[src/rtl/led_scan_pkg.sv]
package led_scan_pkg;
  localparam int SUB_TICKS  = 16;
  localparam int TICK_W     = $clog2(SUB_TICKS);
  localparam int NUM_DIGITS = 7;
  localparam int SLOT_W     = $clog2(NUM_DIGITS);
  localparam int GRID_PINS  = 6;
  localparam int SEG_PINS   = 11;
  localparam int BYTE_W     = 8;

  typedef struct packed {
    logic              segOn;
    logic              gridOn;
    logic [SLOT_W-1:0] slot;
    logic              wide;
  } scanStrb_t;

  function automatic logic [TICK_W:0] pulseWidth(input logic [2:0] dim);
    case (dim)
      3'd0:    pulseWidth = 5'd1;
      3'd1:    pulseWidth = 5'd2;
      3'd2:    pulseWidth = 5'd4;
      default: pulseWidth = 5'(7 + dim);
    endcase
  endfunction
endpackage

[src/rtl/scan_ctrl.sv]
module scan_ctrl
  import led_scan_pkg::*;
(
  input  logic            clk,
  input  logic            rstN,
  input  logic            tickEn,
  input  logic            modeWr,
  input  logic [1:0]      modeSel,
  input  logic            ctlWr,
  input  logic [2:0]      ctlDim,
  input  logic            ctlOn,
  output scanStrb_t       strb,
  output logic            endOfCycle
);
  logic              wide;
  logic              dispOn;
  logic [2:0]        dim;
  logic [SLOT_W-1:0] slot;
  logic [TICK_W-1:0] tickCnt;
  logic [SLOT_W-1:0] lastSlot;
  logic              modeChange;
  logic              slotEnd;

  assign modeChange = modeWr && modeSel[1] && (modeSel[0] == wide);
  assign lastSlot   = wide ? SLOT_W'(NUM_DIGITS - 2) : SLOT_W'(NUM_DIGITS - 1);
  assign slotEnd    = tickEn && (tickCnt == TICK_W'(SUB_TICKS - 1));

  always_ff @(posedge clk or negedge rstN) begin
    if (!rstN) begin
      wide       <= 1'b0;
      dispOn     <= 1'b0;
      dim        <= 3'd0;
      slot       <= '0;
      tickCnt    <= '0;
      endOfCycle <= 1'b0;
    end else if (modeChange) begin
      wide       <= ~modeSel[0];
      dispOn     <= 1'b0;
      slot       <= '0;
      tickCnt    <= '0;
      endOfCycle <= 1'b0;
    end else begin
      if (ctlWr) begin
        dim    <= ctlDim;
        dispOn <= ctlOn;
      end
      endOfCycle <= slotEnd && (slot == lastSlot);
      if (tickEn) tickCnt <= tickCnt + 1'b1;
      if (slotEnd) slot <= (slot == lastSlot) ? '0 : slot + 1'b1;
    end
  end

  always_comb begin
    strb.segOn  = dispOn && ({1'b0, tickCnt} < pulseWidth(dim));
    strb.gridOn = dispOn;
    strb.slot   = slot;
    strb.wide   = wide;
  end


  mode_change_off_chk: assert property (@(posedge clk) disable iff (!rstN)
    modeChange |=> (!dispOn && slot == '0 && tickCnt == '0));

  slot_range_chk: assert property (@(posedge clk) disable iff (!rstN)
    slot <= lastSlot);

  tick_wrap_chk: assert property (@(posedge clk) disable iff (!rstN)
    (slotEnd && !modeChange) |=> (tickCnt == '0));

  eoc_pulse_chk: assert property (@(posedge clk) disable iff (!rstN)
    endOfCycle |=> !endOfCycle);
endmodule

[src/rtl/seg_datapath.sv]
module seg_datapath
  import led_scan_pkg::*;
(
  input  logic                clk,
  input  logic                rstN,
  input  scanStrb_t           strb,
  input  logic [BYTE_W-1:0]   ramLo,
  input  logic [BYTE_W-1:0]   ramHi,
  output logic [SEG_PINS-1:0] segOut,
  output logic [GRID_PINS-1:0] gridN,
  output logic                segGrid
);
  logic [SEG_PINS:0] segBits;

  assign segBits = {ramHi[SEG_PINS-BYTE_W:0], ramLo};

  always_ff @(posedge clk or negedge rstN) begin
    if (!rstN) segOut <= '0;
    else       segOut <= strb.segOn ? segBits[SEG_PINS-1:0] : '0;
  end

  for (genvar g = 0; g < GRID_PINS; g++) begin : gGrid
    always_ff @(posedge clk or negedge rstN) begin
      if (!rstN) gridN[g] <= 1'b1;
      else       gridN[g] <= !(strb.gridOn && strb.slot == SLOT_W'(g));
    end
  end

  always_ff @(posedge clk or negedge rstN) begin
    if (!rstN)          segGrid <= 1'b1;
    else if (strb.wide) segGrid <= strb.segOn && segBits[SEG_PINS];
    else                segGrid <= !(strb.gridOn && strb.slot == SLOT_W'(GRID_PINS));
  end


  grid_onehot_chk: assert property (@(posedge clk) disable iff (!rstN)
    $onehot0(~gridN));

  off_blank_chk: assert property (@(posedge clk) disable iff (!rstN)
    !strb.gridOn |=> (segOut == '0 && &gridN));

  shared_grid_chk: assert property (@(posedge clk) disable iff (!rstN)
    (!strb.wide && strb.slot != SLOT_W'(GRID_PINS)) |=> segGrid);
endmodule

[src/rtl/led_grid_scanner.sv]
module led_grid_scanner
  import led_scan_pkg::*;
(
  input  logic                 clk,
  input  logic                 rstN,
  input  logic                 tickEn,
  input  logic                 modeWr,
  input  logic [1:0]           modeSel,
  input  logic                 ctlWr,
  input  logic [2:0]           ctlDim,
  input  logic                 ctlOn,
  output logic [SLOT_W-1:0]    ramDigit,
  input  logic [BYTE_W-1:0]    ramLo,
  input  logic [BYTE_W-1:0]    ramHi,
  output logic [SEG_PINS-1:0]  segOut,
  output logic [GRID_PINS-1:0] gridN,
  output logic                 segGrid,
  output logic                 endOfCycle
);
  scanStrb_t strb;

  scan_ctrl uCtrl (
    .clk(clk), .rstN(rstN), .tickEn(tickEn),
    .modeWr(modeWr), .modeSel(modeSel),
    .ctlWr(ctlWr), .ctlDim(ctlDim), .ctlOn(ctlOn),
    .strb(strb), .endOfCycle(endOfCycle)
  );

  seg_datapath uData (
    .clk(clk), .rstN(rstN), .strb(strb),
    .ramLo(ramLo), .ramHi(ramHi),
    .segOut(segOut), .gridN(gridN), .segGrid(segGrid)
  );

  assign ramDigit = strb.slot;
endmodule

[config.mk]
export PLATFORM = sky130hd
export DESIGN_NAME = led_grid_scanner
export DESIGN_NICKNAME = d
export VERILOG_FILES = /design/src/rtl/led_scan_pkg.sv /design/src/rtl/scan_ctrl.sv /design/src/rtl/seg_datapath.sv /design/src/rtl/led_grid_scanner.sv
export SDC_FILE = /design/constraint.sdc
export NUM_CORES = 1
export LEC_CHECK = 0
export ABC_AREA = 1
export BUFFER_PORTS_ARGS = -buffer_cell sky130_fd_sc_hd__buf_2
export CELL_PAD_IN_SITES_DETAIL_PLACEMENT = 2
export CELL_PAD_IN_SITES_GLOBAL_PLACEMENT = 2
export CORE_MARGIN = 2
export CORE_UTILIZATION = 26
export CTS_CLUSTER_DIAMETER = 60
export CTS_CLUSTER_SIZE = 8
export DETAILED_ROUTE_END_ITERATION = 10
export PLACE_DENSITY = 0.84
export SYNTH_ARGS = -nofsm -noshare
export SYNTH_HDL_FRONTEND = slang
export SYNTH_SLANG_ARGS = --single-unit
[constraint.sdc]
create_clock -name clk -period 2 [get_ports clk]
set_input_delay 0.1 -clock clk [delete_from_list [all_inputs] [get_ports clk]]
set_output_delay 0.1 -clock clk [all_outputs]
set_load 0.01 [all_outputs]
==> flow_metrics.tcl, run 1 <==
set metrics [dict create \
    grt_usage_pct 14.2 \
    final_max_slew_viol_count 0 \
    ys.flop_type "dfrtp_1" \
    grt-ovfl-total 0 \
    maxCapViolCount 0 \
    gp_congestion 0.691 \
    rows 27 \
    p_total_mw 2.17 \
    synth_edf_count 0 \
    dieArea_um2 6400 \
    die_y_um 80.0 \
    slew_headroom_pct 52.7 \
    clk_pin_slew_worst_paths_ns 0.07 \
    p_int_mw 1.45 \
    status "completed" \
    fin_nets 256 \
    async_flop_share_pct 100 \
    critPathTopFamily "adder cells" \
    hold_viol 0 \
    dpl.hpwl_um 2870 \
    first_global_vias 1416 \
    cp_num_buf_inv 3 \
    netlist_instances 157 \
    synth_compound_area_share_pct 6.67 \
    p_switching_mw 0.715 \
    synth_cell_types 25 \
    grt_max_degree 32 \
    synth_simple_gate_area_share_pct 21.3 \
    cts_tree "done" \
    core_um2 5540 \
    endpoint_kind "flip-flop" \
    yosysMostFrequentCell "inv_1" \
    route.detailed.drc 0 \
    setup_viol 0 \
    met1_usage_pct 15.9 \
    cts.sinks 31 \
    globalRouteMet2Util_pct 25.8 \
    p_per_area_nw_per_um2 1020 \
    clock-root-buffer "clkbuf_8" \
    synth_mux_area_share_pct 0.750 \
    area_growth_pct 41.5 \
    synth_seq_cells 31 \
    worstRegToRegCells 12 \
    worstPathArrival_ns 2.13 \
    die_w_um 80.0 \
    antenna_found_initial 0 \
    numCtsBuffers 5 \
    worstPathMaxFanout 6 \
    p_leak_nw 1.11 \
    tightest_slew_ns 0.710 \
    fin_crit_ns 1.96 \
    drtIter0Drc 34 \
    min-delay-start "ramLo[7]" \
    grt_pass1_wl_um 6770 \
    synthXorXnorAreaFrac_pct 0 \
    max_stage_delay_ns 0.43 \
    avgSynthCellArea_um2 9.56 \
    synth_top_family_by_area "simple AND/OR/NAND/NOR gates" \
    start_util_pct 27.1 \
    crit_chain "inv_2 -> ha_4 -> nand2_4 -> buf_4 -> a21boi_2 -> ha_1 -> nand2_2 -> nor2_2 -> nand2_2 -> nand2_4 -> buf_12 -> nor2_1" \
    cp_slowest_cell "dfrtp_1" \
    comb_power_share_pct 32.0 \
    ys_top_cells_by_area "dfrtp_1 (40%), dfstp_2 (12%), ha_1 (10%), inv_1 (6.3%), nand2_1 (5.5%)" \
    synth_commonest_cells "inv_1 (25), dfrtp_1 (24), nand2_1 (22)" \
    max-clock-path-buffers 2 \
    synthAdderAreaFrac_pct 10.0 \
    drive_gt1_share_pct 48.6 \
    hold_path_depth 3 \
    wirelength_um 4460 \
    fillers 650 \
    ys_seq_area_share_pct 52.3 \
    clk_latency_ns 0.29 \
    fin_skew_ns 0.0104 \
    routedWlPerCell_um 15.4 \
    synth_nets 196 \
    whs_endpoint "uData.segOut[7]$_DFF_PN0_" \
    synth.cell_area_um2 1500 \
    whs_ns 0.0293 \
    ys_warn_count 0 \
    fin_crit_sh_pct 97.9 \
    hp-class "input pin to flip-flop" \
    n_antenna_cell 0 \
    top_usage_layer "met2" \
    worstSetupPathType "flip-flop to flip-flop" \
    vias_per_cell 4.48 \
    r2r_start "uCtrl.dim[1]$_DFFE_PN0P_" \
    clock.fmax_mhz 511 \
    grtUsageMet3_pct 4.30 \
    pwr-share-seq_pct 37.8 \
    startpoint_type "flip-flop" \
    vdd_ir_drop_max_uv 273 \
    synth_top_area_share_pct 40.0 \
    drtAntennaViolNets 0 \
    io_buffers 44 \
    drtPass1Iterations 2 \
    vias 1300 \
    setup.worst_path.start "uCtrl.dim[1]$_DFFE_PN0P_" \
    io_pins 49 \
    p_sw_share_pct 33.0 \
    htree_levels 2 \
    required_ns 2.18 \
    r2r-end "uData.segOut[10]$_DFF_PN0_" \
    rrSetupSlack_ns 0.04 \
    yosys.area.top_type "dfrtp_1" \
    p_clk_share_pct 30.1 \
]
state kept, by name (all words and copies together), names as in the netlist, 3 cells and up:
name and cells:
uData.gridN 6, uCtrl.slot 3, uCtrl.tickCnt 4, uCtrl.dim 3
uData.segOut 11
kinds of logic after synthesis:
family	Yosys count
adder cells (fa/ha/maj)	12
AND/OR/NAND/NOR	62
flip-flops	31
multiplexers	1
AO/OA/AOI/OAI	18
buffers and inverters	33
layout make-up:
type / instances / area (µm²) / share of cell area (%)
Clock buffer: 6 / 82.6 / 3.89
Clock inverter: 2 / 35.0 / 1.65
Inverter: 31 / 119 / 5.59
Multi-Input combinational cell: 93 / 683 / 32.2
Sequential cell: 31 / 785 / 36.9
Tap cell: 72 / 90.1 / 4.24
Timing Repair Buffer: 55 / 330 / 15.5
layer usage:
metal / part of all wire, % / up-vias / wire (µm)
met5: 0 / - / 0
met4: 1.4 / 0 / 64
met3: 6.0 / 6 / 266
met2: 54 / 40 / 2420
met1: 38 / 649 / 1720
li1: - / 605 / -
worst max path at each step:
stage / slack [ns] / endpoint / depth (start not counted)
after floorplan: 0.17 / uData.segOut[1]$_DFF_PN0_ / 11
after global placement: 0.03 / uData.segOut[7]$_DFF_PN0_ / 11
after detailed placement: -0.02 / uData.segOut[4]$_DFF_PN0_ / 11
after CTS: -0.006 / uData.segOut[4]$_DFF_PN0_ / 13
after global routing: -0.04 / uData.segOut[10]$_DFF_PN0_ / 12
final: 0.04 / uData.segOut[10]$_DFF_PN0_ / 12
metrics by stage:
| step | TNS (ns) | cell area, µm² | cells | setup WS [ns] | utilization, % |
|---|---|---|---|---|---|
| final | 0 | 2120 | 290 | 0.0423 | 38.3 |
| after global routing | -0.106 | 2120 | 290 | -0.0353 | 38.3 |
| after CTS | -0.00640 | 2050 | 288 | -0.00583 | 37.0 |
| after detailed placement | -0.0959 | 1810 | 272 | -0.0236 | 32.7 |
| after global placement | 0 | 1810 | 272 | 0.0278 | 32.7 |
| after floorplan | 0 | 1500 | 157 | 0.168 | - |
power by group through the flow:
stage	Combinational, mW	Clock, mW	Sequential, mW
final	0.694	0.653	0.820
after global routing	0.776	0.698	0.836
after detailed placement	0.518	0	0.820
after CTS	0.665	0.668	0.812
after global placement	0.487	0	0.811
after floorplan	0.308	0	0.829
worst register-to-register path, stage by stage (launching register included):
cell and delay, ns:
dfrtp_1 0.43, inv_2 0.14, ha_4 0.16, nand2_4 0.05, buf_4 0.13, a21boi_2 0.14
ha_1 0.29, nand2_2 0.06, nor2_2 0.09, nand2_2 0.08, nand2_4 0.10, buf_12 0.13
nor2_1 0.05
timing repair:
| action | in CTS | in global routing |
|---|---|---|
| setup buffers | 6 | 4 |
| cloned | 1 | 0 |
| gates resized for setup | 9 | 17 |
| endpoints found under the setup margin | 10 | 12 |
| hold endpoints to repair | 24 | 0 |
| pin swaps | 8 | 9 |
| hold buffers | 1 | 0 |
cells in the final DEF, fill, tap and decap left out:
cell and instances:
clkinv_2 1, dfrtp_1 24, o21ai_1 4, nand2_2 5, nand2_1 19, and3b_1 1
inv_2 5, ha_1 8, clkbuf_8 6, o21ai_2 2, nor2_1 7, inv_1 24
nand3b_4 1, o21ai_0 3, nand4_1 1, a21oi_1 6, buf_2 44, nand2_4 2
buf_12 2, o21a_4 1, mux2_1 1, and3_4 1, dfstp_2 7, dlygate4sd3_1 1
nor2_4 3, clkinv_1 1, nand3_1 12, or2_2 1, nor2_2 9, buf_4 8
ha_4 4, a21boi_2 1, bufinv_16 1, inv_4 1, a21oi_2 1
Note: power is estimated with default switching activity, not from simulation.
==> run 2, diff against run 1 <==
- CORE_UTILIZATION: 26 -> 28
- CTS_BUF_LIST: default -> sky130_fd_sc_hd__clkbuf_2
- HOLD_SLACK_MARGIN: default -> 0.08
- PLACE_DENSITY: 0.84 -> 0.89
==> flow_metrics.tcl, run 2 (synthesis results as in run 1) <==
set metrics [dict create \
    cts.sinks 31 \
    final_cell_mix "buf_2 (44), dlygate4sd3_1 (26), inv_1 (24), dfrtp_1 (24), nand2_1 (20)" \
    final_max_slew_viol_count 0 \
    numCtsBuffers 5 \
    gp_congestion 0.698 \
    fin_crit_sh_pct 102 \
    io_pins 49 \
    vias 1395 \
    cts_tree "done" \
    hp-class "input pin to flip-flop" \
    p_leak_nw 1.19 \
    reg_top3 "uData.segOut x11, uData.gridN x6, uCtrl.tickCnt x4" \
    clock-root-buffer "clkbuf_2" \
    drtPass1Iterations 3 \
    largest_reg_flops 11 \
    setup_viol 6 \
    htree_levels 2 \
    finalNonFillerCells 315 \
    p_per_area_nw_per_um2 869 \
    die_w_um 77.2 \
    n_antenna_cell 0 \
    route.detailed.drc 0 \
    maxCapViolCount 0 \
    highest_layer "met4" \
    drive_gt1_share_pct 41.6 \
    routedWlPerCell_um 17.5 \
    violations "negative setup slack" \
    dpl.hpwl_um 3080 \
    worstPathArrival_ns 2.32 \
    startpoint_type "flip-flop" \
    grt-ovfl-total 0 \
    die_y_um 77.2 \
    clk_latency_ns 0.38 \
    grt_usage_pct 19.3 \
    dp.cells 270 \
    fillers 569 \
    worstPathMaxFanout 6 \
    whs_ns 0.236 \
    drtIter0Drc 27 \
    max-clock-path-buffers 2 \
    wirelength_um 5500 \
    clk_pin_slew_worst_paths_ns 0.19 \
    core_um2 5140 \
    slew_headroom_pct 52.9 \
    required_ns 2.28 \
    clock.fmax_mhz 489 \
    wl_met2_um 3200 \
    tightest_slew_ns 0.707 \
    met3WireLength_um 193 \
    vdd_ir_drop_max_uv 295 \
    hold_viol 0 \
    p_switching_mw 0.726 \
    fin_skew_ns 0.0160 \
    dieArea_um2 5960 \
    grt_pass1_wl_um 8630 \
    grt_setup_unrepaired "true" \
    p_int_mw 1.27 \
    endpoint_kind "flip-flop" \
    worstRegToRegCells 11 \
    area_growth_pct 53.1 \
    hold_path_depth 5 \
    start_util_pct 29.2 \
    p_clk_share_pct 22.5 \
    layout_commonest_cell "buf_2" \
    status "finished, violations left" \
    fin_nets 283 \
    drtAntennaViolNets 0 \
    grt_max_degree 32 \
    comb_power_share_pct 36.5 \
    pwr-share-seq_pct 41.0 \
    vias_per_cell 4.43 \
    first_global_vias 1601 \
    io_buffers 44 \
    antenna_found_initial 0 \
    p_sw_share_pct 36.4 \
    worst_slack_ns -0.0435 \
    fin_crit_ns 2.04 \
    top_register "uData.segOut" \
    finalSetupTns_ns -0.245 \
    wl_met1_um 2070 \
    worstSetupPathType "flip-flop to flip-flop" \
    rows 26 \
]
-- run 2: what timing repair did --
item                                    in CTS  in global routing
setup buffers                                8                  2
cloned                                       1                  0
resized for setup                            8                 11
hold endpoints to repair                    43                  0
pin swaps                                    5                  5
hold buffers                                26                  0
endpoints found under the setup margin      11                 11
-- run 2: cell type report --
cell class	instances	area, µm²	share of cell area, %
multi-input combinational	93	642	27.9
clock buffer	5	25.0	1.09
tap	70	87.6	3.81
timing repair buffer	82	603	26.2
sequential	31	785	34.1
clock inverter	3	38.8	1.69
inverter	31	118	5.12
-- run 2: final timing paths --
path	start	end	slack, ns
min	modeSel[1]	uCtrl.dispOn$_DFFE_PN0P_	0.24
min reg2reg	uCtrl.dispOn$_DFFE_PN0P_	uData.gridN[3]$_DFF_PN1_	0.62
max reg2reg	uCtrl.dim[1]$_DFFE_PN0P_	uData.segOut[6]$_DFF_PN0_	-0.04
max in group asynchronous	rstN	uCtrl.wide$_DFFE_PN0P_	1.26
min in group asynchronous	rstN	uData.segOut[3]$_DFF_PN0_	0.27
max	uCtrl.dim[1]$_DFFE_PN0P_	uData.segOut[6]$_DFF_PN0_	-0.04
-- run 2: through the flow --
step                      cell area, µm²  setup WS [ns]  power [mW]  utilization [%]
final                               2300        -0.0435        2.00             44.7
after global routing                2300         -0.123        2.13             44.7
after CTS                           2250       -0.00835        1.96             43.7
after detailed placement            1810        -0.0570        1.36             35.2
after global placement              1810         0.0518        1.30             35.2
after floorplan                     1500          0.168        1.14                -
-- run 2: layer usage --
metal	up-vias	global-route usage, %
met3	5	3.88
met5	-	0
li1	657	-
met2	38	38.8
met4	0	4.29
met1	695	20.4
-- run 2: power by group through the flow --
stage	registers [mW]	clock network, mW	logic (mW)
after global placement	0.812	0	0.486
after floorplan	0.829	0	0.308
final	0.818	0.450	0.729
after CTS	0.812	0.456	0.688
after global routing	0.832	0.490	0.809
after detailed placement	0.824	0	0.533
-- run 2: worst max-delay path, cell delays in order, from the launching register on --
cell      delay [ns]
dfrtp_1         0.43
inv_2           0.08
ha_1            0.19
nand2_2         0.07
and3_4          0.19
o21ai_1         0.07
ha_1            0.30
clkinv_2        0.09
o21a_4          0.24
nand2_4         0.11
buf_12          0.15
nor2_4          0.04
